## src/rtl/dcam_pkg.sv

```systemverilog
package dcam_pkg;

   typedef enum logic [1:0] {
      Z_REJECT = 2'd0,
      Z_OOR    = 2'd1,
      Z_SYM    = 2'd2,
      Z_LINEAR = 2'd3
   } zone_e;

   typedef enum logic {
      LCH_A = 1'b0,
      LCH_B = 1'b1
   } lch_e;

endpackage

```

## src/rtl/dcam_zone_dec.sv

```systemverilog
module dcam_zone_dec
   import dcam_pkg::*;
#(
   parameter int LINE_W = 26
) (
   input  logic [LINE_W-1:0] cap_a_i,
   input  logic [LINE_W-1:0] cap_b_i,
   input  logic [LINE_W-1:0] line_i,
   output zone_e             zone_o,
   output lch_e              lch_o,
   output logic              cfg_err_o
);

   localparam int EXT_W = LINE_W + 1;

   logic [EXT_W-1:0] total_lines;
   logic [EXT_W-1:0] sym_top;
   logic [EXT_W-1:0] line_ext;
   logic             a_empty;
   logic             b_empty;

   assign a_empty     = (cap_a_i == '0);
   assign b_empty     = (cap_b_i == '0);
   assign total_lines = {1'b0, cap_a_i} + {1'b0, cap_b_i};
   assign sym_top     = {cap_b_i, 1'b0};
   assign line_ext    = {1'b0, line_i};
   assign cfg_err_o   = !a_empty && !b_empty && (cap_b_i > cap_a_i);

   always_comb begin
      zone_o = Z_OOR;
      lch_o  = LCH_A;
      if (cfg_err_o) begin
         zone_o = Z_REJECT;
      end else if (line_ext >= total_lines) begin
         zone_o = Z_OOR;
      end else if (b_empty) begin
         zone_o = Z_LINEAR;
         lch_o  = LCH_A;
      end else if (a_empty) begin
         zone_o = Z_LINEAR;
         lch_o  = LCH_B;
      end else if (line_ext < sym_top) begin
         zone_o = Z_SYM;
         lch_o  = line_i[0] ? LCH_B : LCH_A;
      end else begin
         zone_o = Z_LINEAR;
         lch_o  = LCH_A;
      end
   end

endmodule

```

## src/rtl/dcam_local_calc.sv

```systemverilog
module dcam_local_calc
   import dcam_pkg::*;
#(
   parameter int LINE_W = 26
) (
   input  zone_e             zone_i,
   input  lch_e              lch_i,
   input  logic [LINE_W-1:0] line_i,
   input  logic [LINE_W-1:0] cap_b_i,
   output logic [LINE_W-1:0] local_line_o
);

   logic [LINE_W-1:0] halved;
   logic [LINE_W-1:0] shifted;

   assign halved  = {1'b0, line_i[LINE_W-1:1]};
   assign shifted = (lch_i == LCH_A) ? (line_i - cap_b_i) : line_i;

   always_comb begin
      unique case (zone_i)
         Z_SYM:    local_line_o = halved;
         Z_LINEAR: local_line_o = shifted;
         default:  local_line_o = '0;
      endcase
   end

endmodule

```

## src/rtl/dcam_phys_sel.sv

```systemverilog
module dcam_phys_sel
   import dcam_pkg::*;
#(
   parameter int NUM_CH = 2
) (
   input  logic              hit_i,
   input  lch_e              lch_i,
   input  logic              swap_i,
   output logic [NUM_CH-1:0] sel_o
);

   logic phys_idx;

   assign phys_idx = (lch_i == LCH_B) ^ swap_i;

   for (genvar g = 0; g < NUM_CH; g++) begin : g_ch
      localparam logic G_IDX = (g == 1);
      assign sel_o[g] = hit_i && (phys_idx == G_IDX);
   end

endmodule

```

## src/rtl/dual_chan_addr_map.sv

```systemverilog
module dual_chan_addr_map
   import dcam_pkg::*;
#(
   parameter int ADDR_W  = 32,
   parameter int LINE_LG = 6
) (
   input  logic                       clk_i,
   input  logic                       rst_ni,
   input  logic [ADDR_W-LINE_LG-1:0]  cfg_cap_a_i,
   input  logic [ADDR_W-LINE_LG-1:0]  cfg_cap_b_i,
   input  logic                       cfg_swap_i,
   input  logic                       req_vld_i,
   input  logic [ADDR_W-1:0]          req_addr_i,
   output logic                       rsp_vld_o,
   output logic [1:0]                 rsp_sel_o,
   output logic [ADDR_W-1:0]          rsp_addr_o,
   output logic                       rsp_oor_o,
   output logic                       cfg_err_o
);

   localparam int LINE_W = ADDR_W - LINE_LG;
   localparam int NUM_CH = 2;

   if (LINE_LG < 1) begin : g_bad_line
      $error("LINE_LG must be at least 1");
   end
   if (LINE_W < 2) begin : g_bad_addr
      $error("ADDR_W must exceed LINE_LG by at least 2");
   end

   logic [LINE_W-1:0]  line;
   logic [LINE_LG-1:0] offset;
   zone_e              zone;
   lch_e               lch;
   logic [LINE_W-1:0]  local_line;
   logic               hit;
   logic [NUM_CH-1:0]  sel;

   assign line   = req_addr_i[ADDR_W-1:LINE_LG];
   assign offset = req_addr_i[LINE_LG-1:0];
   assign hit    = (zone == Z_SYM) || (zone == Z_LINEAR);

   dcam_zone_dec #(.LINE_W(LINE_W)) u_zone (
      .cap_a_i   (cfg_cap_a_i),
      .cap_b_i   (cfg_cap_b_i),
      .line_i    (line),
      .zone_o    (zone),
      .lch_o     (lch),
      .cfg_err_o (cfg_err_o)
   );

   dcam_local_calc #(.LINE_W(LINE_W)) u_local (
      .zone_i       (zone),
      .lch_i        (lch),
      .line_i       (line),
      .cap_b_i      (cfg_cap_b_i),
      .local_line_o (local_line)
   );

   dcam_phys_sel #(.NUM_CH(NUM_CH)) u_sel (
      .hit_i  (hit),
      .lch_i  (lch),
      .swap_i (cfg_swap_i),
      .sel_o  (sel)
   );

   always_ff @(posedge clk_i) begin
      if (!rst_ni) begin
         rsp_vld_o  <= 1'b0;
         rsp_sel_o  <= '0;
         rsp_addr_o <= '0;
         rsp_oor_o  <= 1'b0;
      end else begin
         rsp_vld_o  <= req_vld_i;
         rsp_sel_o  <= req_vld_i ? sel : '0;
         rsp_addr_o <= (req_vld_i && hit) ? {local_line, offset} : '0;
         rsp_oor_o  <= req_vld_i && (zone == Z_OOR);
      end
   end

   AST_VLD_FOLLOWS: assert property (@(posedge clk_i) disable iff (!rst_ni)
      req_vld_i |=> rsp_vld_o);
   AST_VLD_DROPS: assert property (@(posedge clk_i) disable iff (!rst_ni)
      !req_vld_i |=> !rsp_vld_o);
   AST_SEL_ONEHOT: assert property (@(posedge clk_i) disable iff (!rst_ni)
      $onehot0(rsp_sel_o));
   AST_IDLE_QUIET: assert property (@(posedge clk_i) disable iff (!rst_ni)
      !rsp_vld_o |-> (rsp_sel_o == '0 && !rsp_oor_o));
   AST_OOR_NO_SEL: assert property (@(posedge clk_i) disable iff (!rst_ni)
      rsp_oor_o |-> (rsp_sel_o == '0));
   AST_CFG_REJECT: assert property (@(posedge clk_i) disable iff (!rst_ni)
      (req_vld_i && cfg_err_o) |=> (rsp_sel_o == '0 && !rsp_oor_o));
   AST_NOSEL_ZERO_ADDR: assert property (@(posedge clk_i) disable iff (!rst_ni)
      (rsp_sel_o == '0) |-> (rsp_addr_o == '0));

endmodule

```

## config.mk

```make
export PLATFORM = sky130hd
export DESIGN_NAME = dual_chan_addr_map
export DESIGN_NICKNAME = d
export VERILOG_FILES = /design/src/rtl/dcam_pkg.sv /design/src/rtl/dcam_zone_dec.sv /design/src/rtl/dcam_local_calc.sv /design/src/rtl/dcam_phys_sel.sv /design/src/rtl/dual_chan_addr_map.sv
export SDC_FILE = /design/constraint.sdc
export NUM_CORES = 1
export LEC_CHECK = 0
export BUFFER_PORTS_ARGS = -buffer_cell sky130_fd_sc_hd__buf_2
export CAP_MARGIN = 20
export CORE_ASPECT_RATIO = 1.4
export CORE_UTILIZATION = 50
export DETAILED_ROUTE_END_ITERATION = 8
export PLACE_DENSITY = 0.74
export SLEW_MARGIN = 10
export SYNTH_ARGS = -nofsm -noshare
export SYNTH_HDL_FRONTEND = slang
export SYNTH_SLANG_ARGS = --single-unit
```

## constraint.sdc

```tcl
create_clock -name clk_i -period 11.4 [get_ports clk_i]
set_clock_uncertainty 0.1 [all_clocks]
set_input_delay 0 -clock clk_i [delete_from_list [all_inputs] [get_ports clk_i]]
set_output_delay 0 -clock clk_i [all_outputs]
set_load 0.02 [all_outputs]
```

After elaboration in Yosys (flattened, before gate mapping)
Cells that the tools add are included.

Bits in registers: 36. Bits of input ports: 88. Output and inout port bits: 37. Word-level logic and storage cells: 40.

$add $sub $neg: 2. Order comparisons: 3. Equal/unequal tests: 3. Multiplexer cells: 13. Bitwise gates (word level): 2. Reductions and logical operators: 13.

Operators by type and width (number): zero test 26 bit (2); case mux 26 bit (2 select lines) (1); adder 26 x 26 -> 27 bit (1); >= comparator 26 x 27 -> 1 bit (1); < comparator 26 x 27 -> 1 bit (1); greater-than comparator 26 bit (1); two-way mux 26 bit (1); subtractor 26 bit (1); two-way mux 2 bit (4); two-way mux 1 bit (7); logical AND 1 bit (6); equality test 2 bit (second input constant) (2); AND reduction 2 bit (2); equality test 2 x 1 -> 1 bit (second input constant) (1); zero test 1 bit (2); logical OR 1 bit (1); NOT 1 bit (1); XOR 1 bit (1).

Depth between registers and ports, before layout
Gate-level depths: netlist of the first run.

Word-level depth: 10. Gate-level depth with buffers: 25. Gate-level depth less buffers: 24.

Cells and area by module
A second synthesis of the first run with hierarchy kept.

Cells, all modules: 860. Area, all modules: 6573.8 um2.

Modules (own cells, without submodules): dcam_zone_dec (instances 1, cells an instance 448, area an instance 3333.2 um2, seq. area each 0.0 um2); dcam_local_calc (instances 1, cells an instance 326, area an instance 2115.8 um2, seq. area each 0.0 um2); dual_chan_addr_map (instances 1, cells an instance 82, area an instance 1102.3 um2, seq. area each 720.7 um2); dcam_phys_sel (instances 1, cells an instance 4, area an instance 22.5 um2, seq. area each 0.0 um2).

Worst setup path after synthesis of the first run
Ideal clock, no wire load.

Path kind: input -> register. Start point: input port cfg_cap_a_i[0]. End point: register rsp_addr_o[31]. Data arrival time: 4756 ps. Slack: 6420 ps. Cell stages on the path: 23. Path through: ha_1 inv_1 fa_1 o21bai_2 a21oi_2 o21a_1 o41a_4 o21bai_1 a21o_1 a21oi_1 o21a_1 nor4_1 a211oi_1 ha_1 a21oi_1 o21ai_0 nand2b_1 nand4_1 a221oi_1 o311a_4 nor3_4 or4_1 mux2_1.

Word-level cells in the longest chain between the ends: 9.

Ends and longest elaborated chain: start: declaration (line dual_chan_addr_map.sv:9) `input logic [ADDR_W-LINE_LG-1:0] cfg_cap_a_i,`; branches (longest 9 deep; another with adder 26 x 26 -> 27 bit); end signal: assignment (line dual_chan_addr_map.sv:76) `rsp_addr_o <= (req_vld_i && hit) ? {local_line, offset} : '0;`; end: declaration (line dual_chan_addr_map.sv:16) `output logic [ADDR_W-1:0] rsp_addr_o,`.

Several ways; the timed one is not identified. A chain may end at the register's enable or synchronous reset.

Worst setup path in the final report of the first run
Start point: input port cfg_cap_b_i[0]. End point: register rsp_addr_o[20].

Word-level cells in the longest chain between the ends: 10.

Ends and longest elaborated chain: start: declaration (line dual_chan_addr_map.sv:10) `input logic [ADDR_W-LINE_LG-1:0] cfg_cap_b_i,`; branches (longest 10 deep; another with adder 26 x 26 -> 27 bit).

Several ways; the timed one is not identified.

==> summary.md, run 1 <==
| Metric | Value |
|---|---|
| Fin. max-slew vios | 0 |
| Via count | 6,184 |
| Worst Path Arrival | between 5 and 6 ns |
| Pwr/cell area | 92.8 nW/um^2 |
| Core box area | 11,400 um^2 |
| Area Overhead vs Synth | 20.8% |
| Average wire per standard cell | roughly 19 um |
| Most frequent cell after synthesis | ha_1 |
| Seq/Total Area, Yosys | 12.2% |
| Gate Count Post-Synth | 729 |
| Worst slew margin | between 20% and 30% |
| Mapped Area | 5900 um^2 |
| Detail Route Antenna Nets | 0 |
| CTS Buffer Depth | 2 |
| Dpl cell area | between 6000 and 7000 um^2 |
| I/O pin total | 125 |
| Tot Pwr | 661 uW |
| Yosys top cell area share | 26.9% |
| Antenna diodes | 0 |
| Pre-antenna DRT Iters | 5 |
| Startpoint Class | primary input |
| Initial antenna violation count | 0 |
| FMAX | about 180 MHz |
| Worst setup margin | 5.85 ns |
| Die height | 131 um |
| I/O Buffers | around 120 |
| CTS Hold Bufs | 31 |
| DRC | 0 |
| Setup WS pre-CTS | 5.81 ns |
| Layout cell share with drive strength beyond 1 | 17.8% |
| Final GP Congestion | slightly below 1 |
| RSZ-0062 raised after global routing | false |
| Grt ovf | 0 |
| Outcome | finished clean |
| Syn_area_per_cell | 8.09 um^2 |
| Setup TNS | 0 ns |
| CTS H-tree depth | 2 |
| Crit share post-route | 48.7% |
| Synth area leaders | ha_1, dfxtp_1, inv_1 |
| Post-Synth Simple-Gate Area | between 10% and 20% |
| Total track usage | a little under a third |
| Post-DP HPWL | approximately 16,000 um |
| Hold slack | 0.00886 ns |
| Tightest Pin Transition | ~1.1 ns |
| Xor/xnor share of the synthesized area | 6.68% |
| Delay of the slowest critical-path stage | approximately 0.6 ns |
| Setup bufs post-CTS | 0 |
| Hold Crit Class | in2reg |
| Yosys cell types | 75 |
| Post-CTS sizing | 0 |
| Hold wc startpoint | req_addr_i[6] |
| CTS tree | done |
| Yosys reg bits | 36 |
| Max cap viols | 0 |
| Die width | around 94 um |
| Largest net degree at the start of global routing | 17 |
| Leak | 0.00356 uW |
| Initial DRC Count | 310 |
| Mapped Nets | 946 |
| Largest area contributor in the netlist | ha_1 |
| Highest-delay cell along the critical path | dlygate4sd3_1 |
| Setup-failing EPs final | 0 |
| Rows | 46 |
| Root Driver | clkbuf_16 |
| Synth Area in Compound Gates | between 20% and 30% |
| VDD IR-drop max | 0.0602 mV |
| First-pass GRT wire length | 29,700 um |
| CP endpoint kind | register |
| Final Hold Vio Count | 0 |
| # clock sinks | 36 |
| Crit Path Category | in2reg |
| Die footprint | approximately 12,000 um^2 |
| Vias in the first global route | 6,104 |
| EDFF count, synth | 0 |
| Post-synthesis mux area share | 1.04% |
| Synthesis Warnings | 0 |
| Net count reported at finish | approximately 1.1k |
| Minimum clock period | 5.55 ns |
| Worst Setup SP | cfg_cap_b_i[0] |
| Post-synth top flop | dfxtp_1 |
| Crit path required time | 11.45 ns |
| Async SR Flop Fraction | 0% |
| Largest family of logic cells by synthesized area | adder cells |
| Vias per cell | just over 6 |
| Area share of fa/ha/maj cells after synthesis | 27.6% |
| CP Max Fanout | 15 |
| Inserted Clock Buffers | 5 |
| Initial Util | 51.8% |
| Final Cell Area | between 7000 and 8000 um^2 |
| Clock-pin transition on the worst setup and hold timing paths | 0.05 ns |
| Detailed Route WL | 19,000 um |
| Synth top cells by count | ha_1, inv_1, nor2_1 |
worst max-delay path: cells and delay by family:
kind | cells | cell delay (ns)
AO/OA/AOI/OAI | 14 | 3.26
adder cells (fa/ha/maj) | 3 | 0.88
buffers and inverters | 3 | 0.78
AND/OR/NAND/NOR | 5 | 0.65
cell type report:
class,count,area [um^2]
flip-flops and latches,36,721
clock buffers,7,153
inverters,84,315
clock inverters,1,30.0
multi-input cells,598,4800
repair buffers,155,931
well taps,144,180
fillers,1027,4270
final timing paths:
| path | end | slack, ns | cells past startpoint |
|---|---|---|---|
| min | rsp_addr_o[6] | 0.009 | 3 |
| max | rsp_addr_o[20] | 5.85 | 25 |
power breakdown:
| part | total, uW | internal, uW | switching, uW |
|---|---|---|---|
| Sequential | 134 | 133 | 1.40 |
| Combinational | 365 | 154 | 211 |
| Clock | 162 | 115 | 46.9 |
cell usage in the layout, fill, tap and decap left out, drive strengths merged, types with 6 or more instances in the layout:
cell / Yosys / routed
o21a: 12 / 12
o21ai: 29 / 29
ha: 127 / 127
nor2b: 15 / 15
a21oi: 63 / 63
inv: 84 / 84
dfxtp: 36 / 36
buf: 9 / 124
nor2: 68 / 68
dlygate4sd3: 0 / 31
nor4: 20 / 20
nand2: 29 / 29
a222oi: 14 / 14
o2bb2ai: 6 / 6
nand3: 7 / 7
nor3: 16 / 16
nand2b: 7 / 7
and3: 11 / 11
nand4: 15 / 15
a211oi: 10 / 10
xor2: 11 / 11
o21bai: 8 / 8
a21o: 22 / 22
xnor2: 34 / 34
clkbuf: 2 / 7
logic make-up (layout without fill, tap and decap cells):
family	Yosys count	after routing
flip-flops	36	36
XOR/XNOR	45	45
multiplexers	6	6
buffers and inverters	95	247
AO/OA/AOI/OAI	214	214
AND/OR/NAND/NOR	204	204
adder cells (fa/ha/maj)	129	129
state kept, by name (all words and copies together), names as in the netlist:
| register | count |
|---|---|
| rsp_addr_o | 32 |
| rsp_oor_o | 1 |
| rsp_vld_o | 1 |
| rsp_sel_o | 2 |
metrics by stage:
step / std cells / utilization (%)
final: 1025 / 62.5
after global routing: 1025 / 62.5
after CTS: 1025 / 62.5
after detailed placement: 986 / 58.2
after global placement: 986 / 58.2
after floorplan: 729 / -
layer usage:
layer  share of wire [%]  routed length [um]  global-route usage [%]  vias up
li1                    -                   -                       -     3010
met1                  39                7390                    33.6     2841
met2                  49                9370                    56.8      262
met3                 4.3                 822                    1.62       71
met4                 7.4                1410                    24.4        0
met5                   0                   0                       0        -
No activity file was read; power rests on OpenSTA's default activity.
==> run 2: changes to the inputs <==
--- a/config.mk
+++ b/config.mk
@@ -5,12 +5,13 @@
 export SDC_FILE = /design/constraint.sdc
 export NUM_CORES = 1
 export LEC_CHECK = 0
+export ABC_AREA = 1
 export BUFFER_PORTS_ARGS = -buffer_cell sky130_fd_sc_hd__buf_2
 export CAP_MARGIN = 20
 export CORE_ASPECT_RATIO = 1.4
 export CORE_UTILIZATION = 50
 export DETAILED_ROUTE_END_ITERATION = 8
-export PLACE_DENSITY = 0.74
+export PLACE_DENSITY = 0.76
 export SLEW_MARGIN = 10
 export SYNTH_ARGS = -nofsm -noshare
 export SYNTH_HDL_FRONTEND = slang
==> constraint.sdc (replaced) <==
create_clock -name clk_i -period 4.6 [get_ports clk_i]
set_clock_uncertainty 0.1 [all_clocks]
set_input_delay 0 -clock clk_i [delete_from_list [all_inputs] [get_ports clk_i]]
set_output_delay 0 -clock clk_i [all_outputs]
set_load 0.02 [all_outputs]
==> run 2 against run 1 <==
  * Synthesized cell count is 43% higher
  * Highest routed layer unchanged
  * Critical path depth is 6 higher
  * Non-clock buffer count is 6 higher
==> summary.md, run 2 <==
| Metric | Value |
|---|---|
| Minimum clock period | 3.97 ns |
| Net count reported at finish | between 1k and 1.5k |
| Crit Path Category | in2reg |
| Worst slew margin | 50.0% |
| Bufs and invs on worst path | 3 |
| Post-synth top flop | dfxtp_1 |
| Initial antenna violation count | 0 |
| Pre-antenna DRT Iters | 5 |
| Root Driver | clkbuf_16 |
| Crit path required time | between 4 and 5 ns |
| Min-Delay Path Depth | 5 |
| Vias in the first global route | 6,982 |
| Die height | 139 um |
| Hold wc startpoint | rst_ni |
| DRC | 0 |
| GRT met3 Usage | 1.51% |
| First-pass GRT wire length | ~32,000 um |
| Initial DRC Count | between 200 and 300 |
| Largest family of logic cells by synthesized area | simple AND/OR/NAND/NOR gates |
| Core box area | 12,900 um^2 |
| Largest area contributor in the netlist | ha_1 |
| Clock-pin transition on the worst setup and hold timing paths | 0.06 ns |
| Total track usage | 29.1% |
| Startpoint Class | primary input |
| Die footprint | 13,900 um^2 |
| Crit share post-route | 86.4% |
| Tot Pwr | between 1500 and 2000 uW |
| Met2 usage | 53.3% |
| Post-Synth Simple-Gate Area | 30.8% |
| Via count | 7,318 |
| Average wire per standard cell | 14.6 um |
| Pwr/cell area | 204 nW/um^2 |
| Stages on worst setup path | 31 |
| Synth area leaders | ha_1, nand2_1, dfxtp_1 |
| Area Overhead vs Synth | 18.4% |
| Synth top cells by count | nand2_1, inv_1, ha_1 |
| I/O Buffers | 124 |
| CP Max Fanout | 25 |
| Gate Count Post-Synth | 1,043 |
| Yosys reg bits | 36 |
| FMAX | between 200 and 300 MHz |
| Worst Path Arrival | roughly 4.1 ns |
| Yosys cell types | 50 |
| Top Family by Delay on Critical Path | simple AND/OR/NAND/NOR gates |
| Worst Hold Path EP | rsp_addr_o[31] |
| CTS tree | done |
| Syn_area_per_cell | 6.43 um^2 |
| Final Hold Vio Count | 0 |
| Largest net degree at the start of global routing | 28 |
| Detailed Route WL | 20,100 um |
| Async SR Flop Fraction | 0% |
| Mapped Area | 6700 um^2 |
| Biggest register | rsp_addr_o |
| Seq/Total Area, Yosys | 10.8% |
| Detail Route Antenna Nets | 0 |
| Max cap viols | 0 |
| Yosys top cell area share | approximately a quarter |
| Biggest regs | rsp_addr_o: 32 flops, rsp_sel_o: 2 flops |
| I/O pin total | 125 |
| Setup TNS | 0 ns |
| Antenna diodes | 0 |
| RSZ-0062 raised after global routing | false |
| GRT busiest layer | met2 |
| Hold Crit Class | in2reg |
| Most common cell on crit path | nand2_1 |
| Synthesis Warnings | 0 |
| Xor/xnor share of the synthesized area | between 6 and 7% |
| Most frequent cell after synthesis | nand2_1 |
| Tightest Pin Transition | 0.749 ns |
| Post-synthesis mux area share | 0% |
| Post-DP HPWL | 16,700 um |
| Final GP Congestion | 0.944 |
| Initial Util | 51.8% |
| VDD IR-drop max | 0.175 mV |
| Layout cell share with drive strength beyond 1 | 16.1% |
| Fin. max-slew vios | 0 |
| Mapped Nets | 1,260 |
| # clock sinks | 36 |
| Vias per cell | about 5.3 |
| Area share of fa/ha/maj cells after synthesis | 24.3% |
| Setup-failing EPs final | 0 |
| Synth Area in Compound Gates | 16.1% |
| Highest-delay cell along the critical path | fa_1 |
| Most frequent cells in the layout | nand2_1, inv_1, ha_1 |
| Inserted Clock Buffers | 5 |
| Die width | 99.9 um |
| CTS H-tree depth | 2 |
| Setup bufs post-CTS | 0 |
| Grt ovf | 0 |
| CP endpoint kind | register |
| EDFF count, synth | 0 |
| Outcome | finished clean |
| CTS Buffer Depth | 2 |
| Commonest non-fill, non-tap cell in the layout | nand2_1 |
| Rows | 49 |
| Leak | 0.00432 uW |
| Delay of the slowest critical-path stage | 0.38 ns |
| Max reg flops | 32 |
| Grt met1 use | 32.2% |
[run 2: cell count changes after synthesis, moves of 14 or more]
cell,delta
nor2b_1,-14
a222oi_1,-14
a21o_1,-17
xor2_1,+26
nand4_1,+17
a21oi_2,+16
nor2_1,+53
a21oi_1,+39
inv_1,+76
nand3_1,+44
nand2_1,+175
xnor2_1,-23
inv_2,+15
[run 2: worst max-delay path by stage]
stage,startpoint,end,slack (ns)
6_report,cfg_cap_b_i[0],rsp_sel_o[1],0.63
5_1_grt,cfg_cap_b_i[0],rsp_sel_o[1],0.19
4_1_cts,cfg_cap_b_i[0],rsp_sel_o[1],0.64
3_5_place_dp,cfg_cap_b_i[0],rsp_sel_o[1],0.35
3_3_place_gp,cfg_cap_b_i[0],rsp_sel_o[1],0.46
2_1_floorplan,cfg_cap_a_i[0],rsp_addr_o[18],1.07
[run 2: logic make-up (layout without fill, tap and decap cells)]
family / Yosys count / after routing
buffers and inverters: 192 / 346
adders and majority gates: 129 / 129
xor gates and xnor gates: 48 / 48
and+or+nand+nor: 453 / 453
AOI/OAI and AO/OA: 185 / 185
DFF: 36 / 36
[run 2: cell type report]
cell class,instances,area [um^2]
Inverter,177,672
Sequential cell,36,721
Tap cell,178,223
Clock buffer,5,125
Clock inverter,3,18.8
Multi-Input combinational cell,815,5190
Fill cell,1313,5000
Timing Repair Buffer,161,983
[run 2: tightest hold or removal path, delay by kind of cell]
family,cells,cell delay [ns]
and+or+nand+nor,3,0.25
buffers and inverters,1,0.09
AOI/OAI and AO/OA,1,0.04
[run 2: metrics by stage]
step	instance area, um^2	setup WS [ns]	utilization [%]	hold WS (ns)	instances
after floorplan	6700	1.07	-	0.0122	1043
after global placement	7450	0.458	57.6	0.113	1333
after detailed placement	7450	0.346	57.6	0.119	1333
after CTS	7940	0.637	61.3	0.0383	1375
after global routing	7940	0.187	61.3	0.101	1375
final	7940	0.626	61.3	0.0391	1375
[run 2: per-layer routing]
layer  vias to the layer above  routed length, um
met4                         0               1190
met3                        71                824
met2                       241               9990
met5                         -                  0
li1                       3726                  -
met1                      3280               8050
[run 2: what timing repair did]
action,CTS,global route
hold endpoints to repair,36,0
hold buffers,34,0
setup endpoints to repair,0,0
resized for setup,0,0
[run 2: where the power goes]
part / switching (uW) / leakage [uW] / internal, uW
logic: 615 / 0.00395 / 352
registers: 2.53 / 0.000292 / 326
clock network: 127 / 0.0000736 / 199
